`src/rtl/csmacd_bo_pkg.sv`:
```
package csmacd_bo_pkg;
   typedef enum logic [1:0] {
      ST_IDLE  = 2'd0,
      ST_JAM   = 2'd1,
      ST_WAIT  = 2'd2,
      ST_ABORT = 2'd3
   } bo_state_e;
endpackage

```
`src/rtl/cb_lfsr.sv`:
```
module cb_lfsr #(
   parameter int              W     = 16,
   parameter int              OUT_W = 12,
   parameter logic [W-1:0]    SEED  = 'hACE1
) (
   input  logic             clk,
   input  logic             rst_n,
   output logic [OUT_W-1:0] rnd
);
   logic [W-1:0] s;
   logic         fb;

   if (OUT_W > W) begin : g_bad_out
      $error("cb_lfsr: OUT_W must not exceed W");
   end

   if (W == 16) begin : g_w16
      assign fb = s[15] ^ s[13] ^ s[12] ^ s[10];
   end else if (W == 32) begin : g_w32
      assign fb = s[31] ^ s[21] ^ s[1] ^ s[0];
   end else begin : g_wbad
      assign fb = 1'b0;
      $error("cb_lfsr: only widths 16 and 32 are supported");
   end

   always_ff @(posedge clk or negedge rst_n) begin
      if (!rst_n) s <= SEED;
      else        s <= {s[W-2:0], fb};
   end

   assign rnd = s[OUT_W-1:0];
endmodule

```
`src/rtl/cb_slot_timer.sv`:
```
module cb_slot_timer #(
   parameter int SLOT_W = 16
) (
   input  logic              clk,
   input  logic              rst_n,
   input  logic              clr,
   input  logic              run,
   input  logic [SLOT_W-1:0] slot_len,
   output logic              expire
);
   logic [SLOT_W-1:0] cnt;

   assign expire = run && !clr && (cnt >= slot_len - SLOT_W'(1));

   always_ff @(posedge clk or negedge rst_n) begin
      if (!rst_n)      cnt <= '0;
      else if (clr)    cnt <= '0;
      else if (expire) cnt <= '0;
      else if (run)    cnt <= cnt + SLOT_W'(1);
   end
endmodule

```
`src/rtl/cb_backoff_counter.sv`:
```
module cb_backoff_counter #(
   parameter int BO_W  = 12,
   parameter int K_CAP = 10,
   parameter int CNT_W = 5
) (
   input  logic             clk,
   input  logic             rst_n,
   input  logic             load,
   input  logic [CNT_W-1:0] prior_coll,
   input  logic [BO_W-1:0]  rnd,
   input  logic             dec,
   output logic             is_zero,
   output logic             is_one
);
   logic [BO_W-1:0]  value;
   logic [BO_W-1:0]  mask;
   logic [CNT_W-1:0] k;
   logic [31:0]      k_ext;

   assign k     = (prior_coll > CNT_W'(K_CAP)) ? CNT_W'(K_CAP) : prior_coll;
   assign k_ext = {{(32-CNT_W){1'b0}}, k};

   for (genvar i = 0; i < BO_W; i++) begin : g_mask
      assign mask[i] = (k_ext > 32'(i));
   end

   always_ff @(posedge clk or negedge rst_n) begin
      if (!rst_n)                value <= '0;
      else if (load)             value <= rnd & mask;
      else if (dec && !is_zero)  value <= value - BO_W'(1);
   end

   assign is_zero = (value == '0);
   assign is_one  = (value == BO_W'(1));
endmodule

```
`src/rtl/cb_coll_counter.sv`:
```
module cb_coll_counter #(
   parameter int CNT_W    = 5,
   parameter int MAX_COLL = 16
) (
   input  logic             clk,
   input  logic             rst_n,
   input  logic             clr,
   input  logic             inc,
   output logic [CNT_W-1:0] count,
   output logic             at_last
);
   always_ff @(posedge clk or negedge rst_n) begin
      if (!rst_n)   count <= '0;
      else if (clr) count <= '0;
      else if (inc) count <= count + CNT_W'(1);
   end

   assign at_last = (count == CNT_W'(MAX_COLL - 1));
endmodule

```
`src/rtl/csmacd_backoff_ctrl.sv`:
```
module csmacd_backoff_ctrl #(
   parameter int          SLOT_W       = 16,
   parameter int          SLOT_DEFAULT = 512,
   parameter int          BO_W         = 12,
   parameter int          K_CAP        = 10,
   parameter int          MAX_COLL     = 16,
   parameter int          LFSR_W       = 16,
   parameter logic [63:0] LFSR_SEED    = 64'hACE1,
   localparam int         CNT_W        = $clog2(MAX_COLL + 1)
) (
   input  logic              clk,
   input  logic              rst_n,
   input  logic              bit_tick,
   input  logic              tx_en,
   input  logic              crs,
   input  logic              col,
   input  logic              frame_start,
   input  logic              cfg_we,
   input  logic [SLOT_W-1:0] cfg_slot_bits,
   output logic              backoff_active,
   output logic              retry_req,
   output logic              abort_pulse,
   output logic              done_irq,
   output logic [CNT_W-1:0]  coll_count,
   output logic              slot_window
);
   import csmacd_bo_pkg::*;

   if (MAX_COLL < 2) begin : g_chk_max
      $error("csmacd_backoff_ctrl: MAX_COLL must be at least 2");
   end
   if (K_CAP > BO_W) begin : g_chk_cap
      $error("csmacd_backoff_ctrl: K_CAP exceeds backoff counter width");
   end
   if (LFSR_W < BO_W) begin : g_chk_lfsr
      $error("csmacd_backoff_ctrl: LFSR narrower than backoff counter");
   end
   if (SLOT_DEFAULT < 1 || SLOT_DEFAULT >= (2 ** SLOT_W)) begin : g_chk_slot
      $error("csmacd_backoff_ctrl: SLOT_DEFAULT out of range");
   end

   bo_state_e         st;
   logic [SLOT_W-1:0] slot_len_q;
   logic              crs_q;
   logic              tx_win;
   logic [BO_W-1:0]   rnd;
   logic              slot_exp;
   logic              bo_zero, bo_one;
   logic              at_last;
   logic              coll_ev, win_start, jam_end, slot_clr, slot_run;
   logic              retry_now, bo_dec;

   assign coll_ev   = (st == ST_IDLE) && tx_en && col && !frame_start;
   assign win_start = (st == ST_IDLE) && tx_en && crs && !crs_q && !frame_start && !coll_ev;
   assign jam_end   = (st == ST_JAM) && !tx_en && !frame_start;
   assign slot_clr  = win_start || jam_end;
   assign slot_run  = bit_tick && ((st == ST_WAIT) || tx_win);
   assign retry_now = (st == ST_WAIT) && bit_tick && !frame_start &&
                      (bo_zero || (slot_exp && bo_one));
   assign bo_dec    = (st == ST_WAIT) && slot_exp && !frame_start;

   cb_lfsr #(
      .W     (LFSR_W),
      .OUT_W (BO_W),
      .SEED  (LFSR_SEED[LFSR_W-1:0])
   ) u_lfsr (
      .clk   (clk),
      .rst_n (rst_n),
      .rnd   (rnd)
   );

   cb_slot_timer #(.SLOT_W(SLOT_W)) u_slot (
      .clk      (clk),
      .rst_n    (rst_n),
      .clr      (slot_clr),
      .run      (slot_run),
      .slot_len (slot_len_q),
      .expire   (slot_exp)
   );

   cb_backoff_counter #(
      .BO_W  (BO_W),
      .K_CAP (K_CAP),
      .CNT_W (CNT_W)
   ) u_bo (
      .clk        (clk),
      .rst_n      (rst_n),
      .load       (coll_ev && !at_last),
      .prior_coll (coll_count),
      .rnd        (rnd),
      .dec        (bo_dec),
      .is_zero    (bo_zero),
      .is_one     (bo_one)
   );

   cb_coll_counter #(
      .CNT_W    (CNT_W),
      .MAX_COLL (MAX_COLL)
   ) u_cc (
      .clk     (clk),
      .rst_n   (rst_n),
      .clr     (frame_start),
      .inc     (coll_ev),
      .count   (coll_count),
      .at_last (at_last)
   );

   always_ff @(posedge clk or negedge rst_n) begin
      if (!rst_n)                              slot_len_q <= SLOT_W'(SLOT_DEFAULT);
      else if (cfg_we && cfg_slot_bits != '0)  slot_len_q <= cfg_slot_bits;
   end

   always_ff @(posedge clk or negedge rst_n) begin
      if (!rst_n) begin
         st          <= ST_IDLE;
         crs_q       <= 1'b0;
         tx_win      <= 1'b0;
         retry_req   <= 1'b0;
         abort_pulse <= 1'b0;
         done_irq    <= 1'b0;
      end else begin
         crs_q       <= crs;
         retry_req   <= retry_now;
         abort_pulse <= coll_ev && at_last;

         if (frame_start)                done_irq <= 1'b0;
         else if (coll_ev && at_last)    done_irq <= 1'b1;

         if (frame_start || coll_ev || !tx_en || st != ST_IDLE) tx_win <= 1'b0;
         else if (win_start)                                    tx_win <= 1'b1;
         else if (tx_win && slot_exp)                           tx_win <= 1'b0;

         if (frame_start) begin
            st <= ST_IDLE;
         end else begin
            unique case (st)
               ST_IDLE:  if (coll_ev) st <= at_last ? ST_ABORT : ST_JAM;
               ST_JAM:   if (jam_end) st <= ST_WAIT;
               ST_WAIT:  if (retry_now) st <= ST_IDLE;
               ST_ABORT: st <= ST_ABORT;
               default:  st <= ST_IDLE;
            endcase
         end
      end
   end

   assign backoff_active = (st == ST_JAM) || (st == ST_WAIT);
   assign slot_window    = tx_win;
endmodule

```
`config.mk`:
```
export PLATFORM = sky130hd
export DESIGN_NAME = csmacd_backoff_ctrl
export DESIGN_NICKNAME = d
export VERILOG_FILES = /design/src/rtl/csmacd_bo_pkg.sv /design/src/rtl/cb_lfsr.sv /design/src/rtl/cb_slot_timer.sv /design/src/rtl/cb_backoff_counter.sv /design/src/rtl/cb_coll_counter.sv /design/src/rtl/csmacd_backoff_ctrl.sv
export SDC_FILE = /design/constraint.sdc
export NUM_CORES = 1
export LEC_CHECK = 0
export BUFFER_PORTS_ARGS = -buffer_cell sky130_fd_sc_hd__clkbuf_2
export CAP_MARGIN = 10
export CORE_ASPECT_RATIO = 0.9
export CORE_MARGIN = 1
export CORE_UTILIZATION = 55
export CTS_CLUSTER_SIZE = 8
export DETAILED_ROUTE_END_ITERATION = 12
export PLACE_DENSITY = 0.76
export SETUP_SLACK_MARGIN = 0.15
export SLEW_MARGIN = 40
export SYNTH_ARGS = -nofsm -noshare
export SYNTH_HDL_FRONTEND = slang
export SYNTH_HIERARCHICAL = 1
export SYNTH_SLANG_ARGS = --single-unit
```
`constraint.sdc`:
```
create_clock -name clk -period 5.05 [get_ports clk]
set_clock_uncertainty 0.05 [all_clocks]
set_input_delay 1.01 -clock clk [delete_from_list [all_inputs] [get_ports clk]]
set_output_delay 1.01 -clock clk [all_outputs]
set_load 0.005 [all_outputs]
```
==> impl_metrics.csv <==
group,metric,value,unit
outcome,status,"completed",
cells_and_area,final-seq-area,1810,sq um
clocking,clock_sinks,72,
worst_hold_path,whs_path_depth,0,
global_routing,grt_use_met2,31.6,%
synthesis,synthCells,415,
cells_and_area,drive_gt1_share,21.9,%
global_routing,grt_max_degree,45,
cells_and_area,utilization,61.9,%
cells_and_area,area_delta_synth_final,9.49,%
placed_design,dp_hpwl,5960,microns
critical_path,required,5.28,ns
floorplanning,num_io_pins,34,
floorplanning,initial_core_util,56.6,%
clocking,cts_tree,"built",
floorplanning,die_h,85.3,microns
global_routing,grt_util_all_layers,22.4,%
critical_path,crit_fanout,5,
cells_and_area,fin_area,4650,sq um
drt,totalWireLength,8270,microns
worst_hold_path,hold_class,"flop to flop",
sta,hold_violations,0,
drt,vias,3205,
critical_path,startpoint_type,"flop",
drt,route.detailed.drc,0,
cells_and_area,multi_input_area,2210,sq um
global_routing,antenna_found_initial,0,
sta,rsz0062_at_grt,"no",
floorplanning,floorplan.die_area,8070,sq um
global_routing,overflow,0,
power_and_ir_drop,share_comb_of_total_power,21.5,%
sta,slew_headroom,51.5,%
clocking,insertion_delay,0.35,ns
power_and_ir_drop,leakagePower,0.00211,uW
clocking,cts_buffer_depth,2,
sta,fin_crit_sh,82.6,%
clocking,ctsHoldBuffers,0,
critical_path,cp-end-kind,"flop",
power_and_ir_drop,seq_power_share,44.5,%
drt,dr.pass1.iters,4,
cells_and_area,nets,493,
synthesis,syn_nets,466,
critical_path,worstSetupPathType,"flop to flop",
critical_path,cp.arrival,4.40,ns
critical_path,r2r.worst_path.cells,16,
placed_design,routabilityCongestion,0.851,
synthesis,syn_area,4250,sq um
drt,wl_per_cell,15.2,microns
clocking,cts_repair_resize_count,0,
global_routing,grt_pass1_vias,2950,
power_and_ir_drop,power.share.clock,34.1,%
synthesis,yosysWarnings,6,
global_routing,grt_pass1_wl,14000,microns
global_routing,grt-busiest-layer,"met1",
synthesis,syn_avg_cell_area,10.2,sq um
sta,drv_slew,0,
cells_and_area,antenna_cells,0,
clocking,clk_pin_slew,0.08,ns
clocking,cts_buffers,9,
sta,setup_violations,0,
global_routing,grt_use_met1,34.3,%
drt,via_per_inst,5.90,
sta,min_period,4.17,ns
power_and_ir_drop,switching_share,31.0,%
drt,ant_nets,0,
flow_run,maxCapViolCount,0,
power_and_ir_drop,switchingPower,471,uW
clocking,cts-root-buf,"clkbuf_8",
floorplanning,std_cell_rows,30,
placed_design,io_buffers,33,
sta,tightest_slew,0.726,ns
power_and_ir_drop,p_per_area,327,nW/um^2
power_and_ir_drop,ir_drop,0.205,mV
floorplanning,die_w,94.6,microns
global_routing,use_met3,2.96,%
floorplanning,core,7510,sq um
clocking,cts_setup_buffers,0,
drt,drt_iter0_markers,178,
cells_and_area,fill_cells,627,
critical_path,r2r_slack,0.88,ns
power_and_ir_drop,internal-power,1050,uW
placed_design,placed_area,4420,sq um
clocking,cts_max_level,3,
sta,tns,0,ns
sta,timing.fmax,240,MHz
==> layer usage <==
metal  share of wire (%)  routed length [microns]
met5                   0                        0
met1                  52                     4280
met3                 3.2                      265
met2                  43                     3580
met4                 1.8                      148
==> placed cells by master, fill, tap and decap left out, types with 10 or more instances in the layout <==
cell / count
inv_1: 23
a21oi_1: 21
clkbuf_2: 32
nand2_1: 25
nor2_1: 29
o21ai_1: 11
mux2_4: 10
nand3_1: 17
nor3_1: 11
xnor2_1: 15
ha_1: 27
o21ai_0: 13
dfrtp_1: 63
==> state kept, by name (all words and copies together) (netlist names) <==
register / count
abort_pulse: 1
slot_len_q: 16
u_slot/cnt: 16
st: 2
u_lfsr/s: 16
crs_q: 1
retry_req: 1
u_cc/count: 5
slot_window: 1
u_bo/value: 12
done_irq: 1
==> metrics by stage <==
| stage | total power, uW | instances | setup WS, ns | hold WS, ns |
|---|---|---|---|---|
| 4_1_cts | 1530 | 543 | 0.893 | 0.316 |
| 3_5_place_dp | 1010 | 527 | 0.913 | 0.295 |
| 2_1_floorplan | 921 | 415 | 1.27 | 0.283 |
| 5_1_grt | 1600 | 543 | 0.561 | 0.324 |
| 3_3_place_gp | 1000 | 527 | 1.12 | 0.287 |
| 6_report | 1520 | 543 | 0.878 | 0.313 |
==> final timing paths <==
kind                                           start                          to
min reg2reg                   u_lfsr/s[14]$_DFF_PN0_      u_lfsr/s[15]$_DFF_PN1_
max                        slot_len_q[5]$_DFFE_PN0P_  u_bo/value[11]$_DFFE_PN0P_
min in group asynchronous                      rst_n   u_slot/cnt[4]$_DFFE_PN0P_
min                           u_lfsr/s[14]$_DFF_PN0_      u_lfsr/s[15]$_DFF_PN1_
max reg2reg                slot_len_q[5]$_DFFE_PN0P_  u_bo/value[11]$_DFFE_PN0P_
max in group asynchronous                      rst_n       u_lfsr/s[0]$_DFF_PN1_
==> worst max-delay path, stage by stage (launching register included) <==
cell and delay, ns:
dfrtp_1 0.42, nor4_2 0.31, nand2_1 0.16, or4_1 0.55
nor4_2 0.20, xnor2_1 0.10, ha_1 0.29, nand4_1 0.14
nor3_1 0.27, nor4_2 0.09, o21ai_0 0.07, and2_1 0.18
and3_1 0.25, nor3b_1 0.42, nand4_2 0.16, a211o_1 0.31
a21oi_2 0.13
==> layout make-up <==
class / instances / area share (%)
Multi-Input combinational cell: 300 / 47.6
Sequential cell: 72 / 39.0
Timing Repair Buffer: 36 / 4.09
Clock buffer: 9 / 2.66
Tap cell: 96 / 2.58
Clock inverter: 7 / 2.15
Inverter: 23 / 1.86
==> power by group through the flow <==
stage	Sequential (uW)	Clock (uW)	Combinational, uW
2_1_floorplan	671	0	250
3_3_place_gp	684	0	318
3_5_place_dp	687	0	327
4_1_cts	676	527	329
5_1_grt	684	550	369
6_report	676	518	326
No activity file was read; power rests on OpenSTA's default activity.
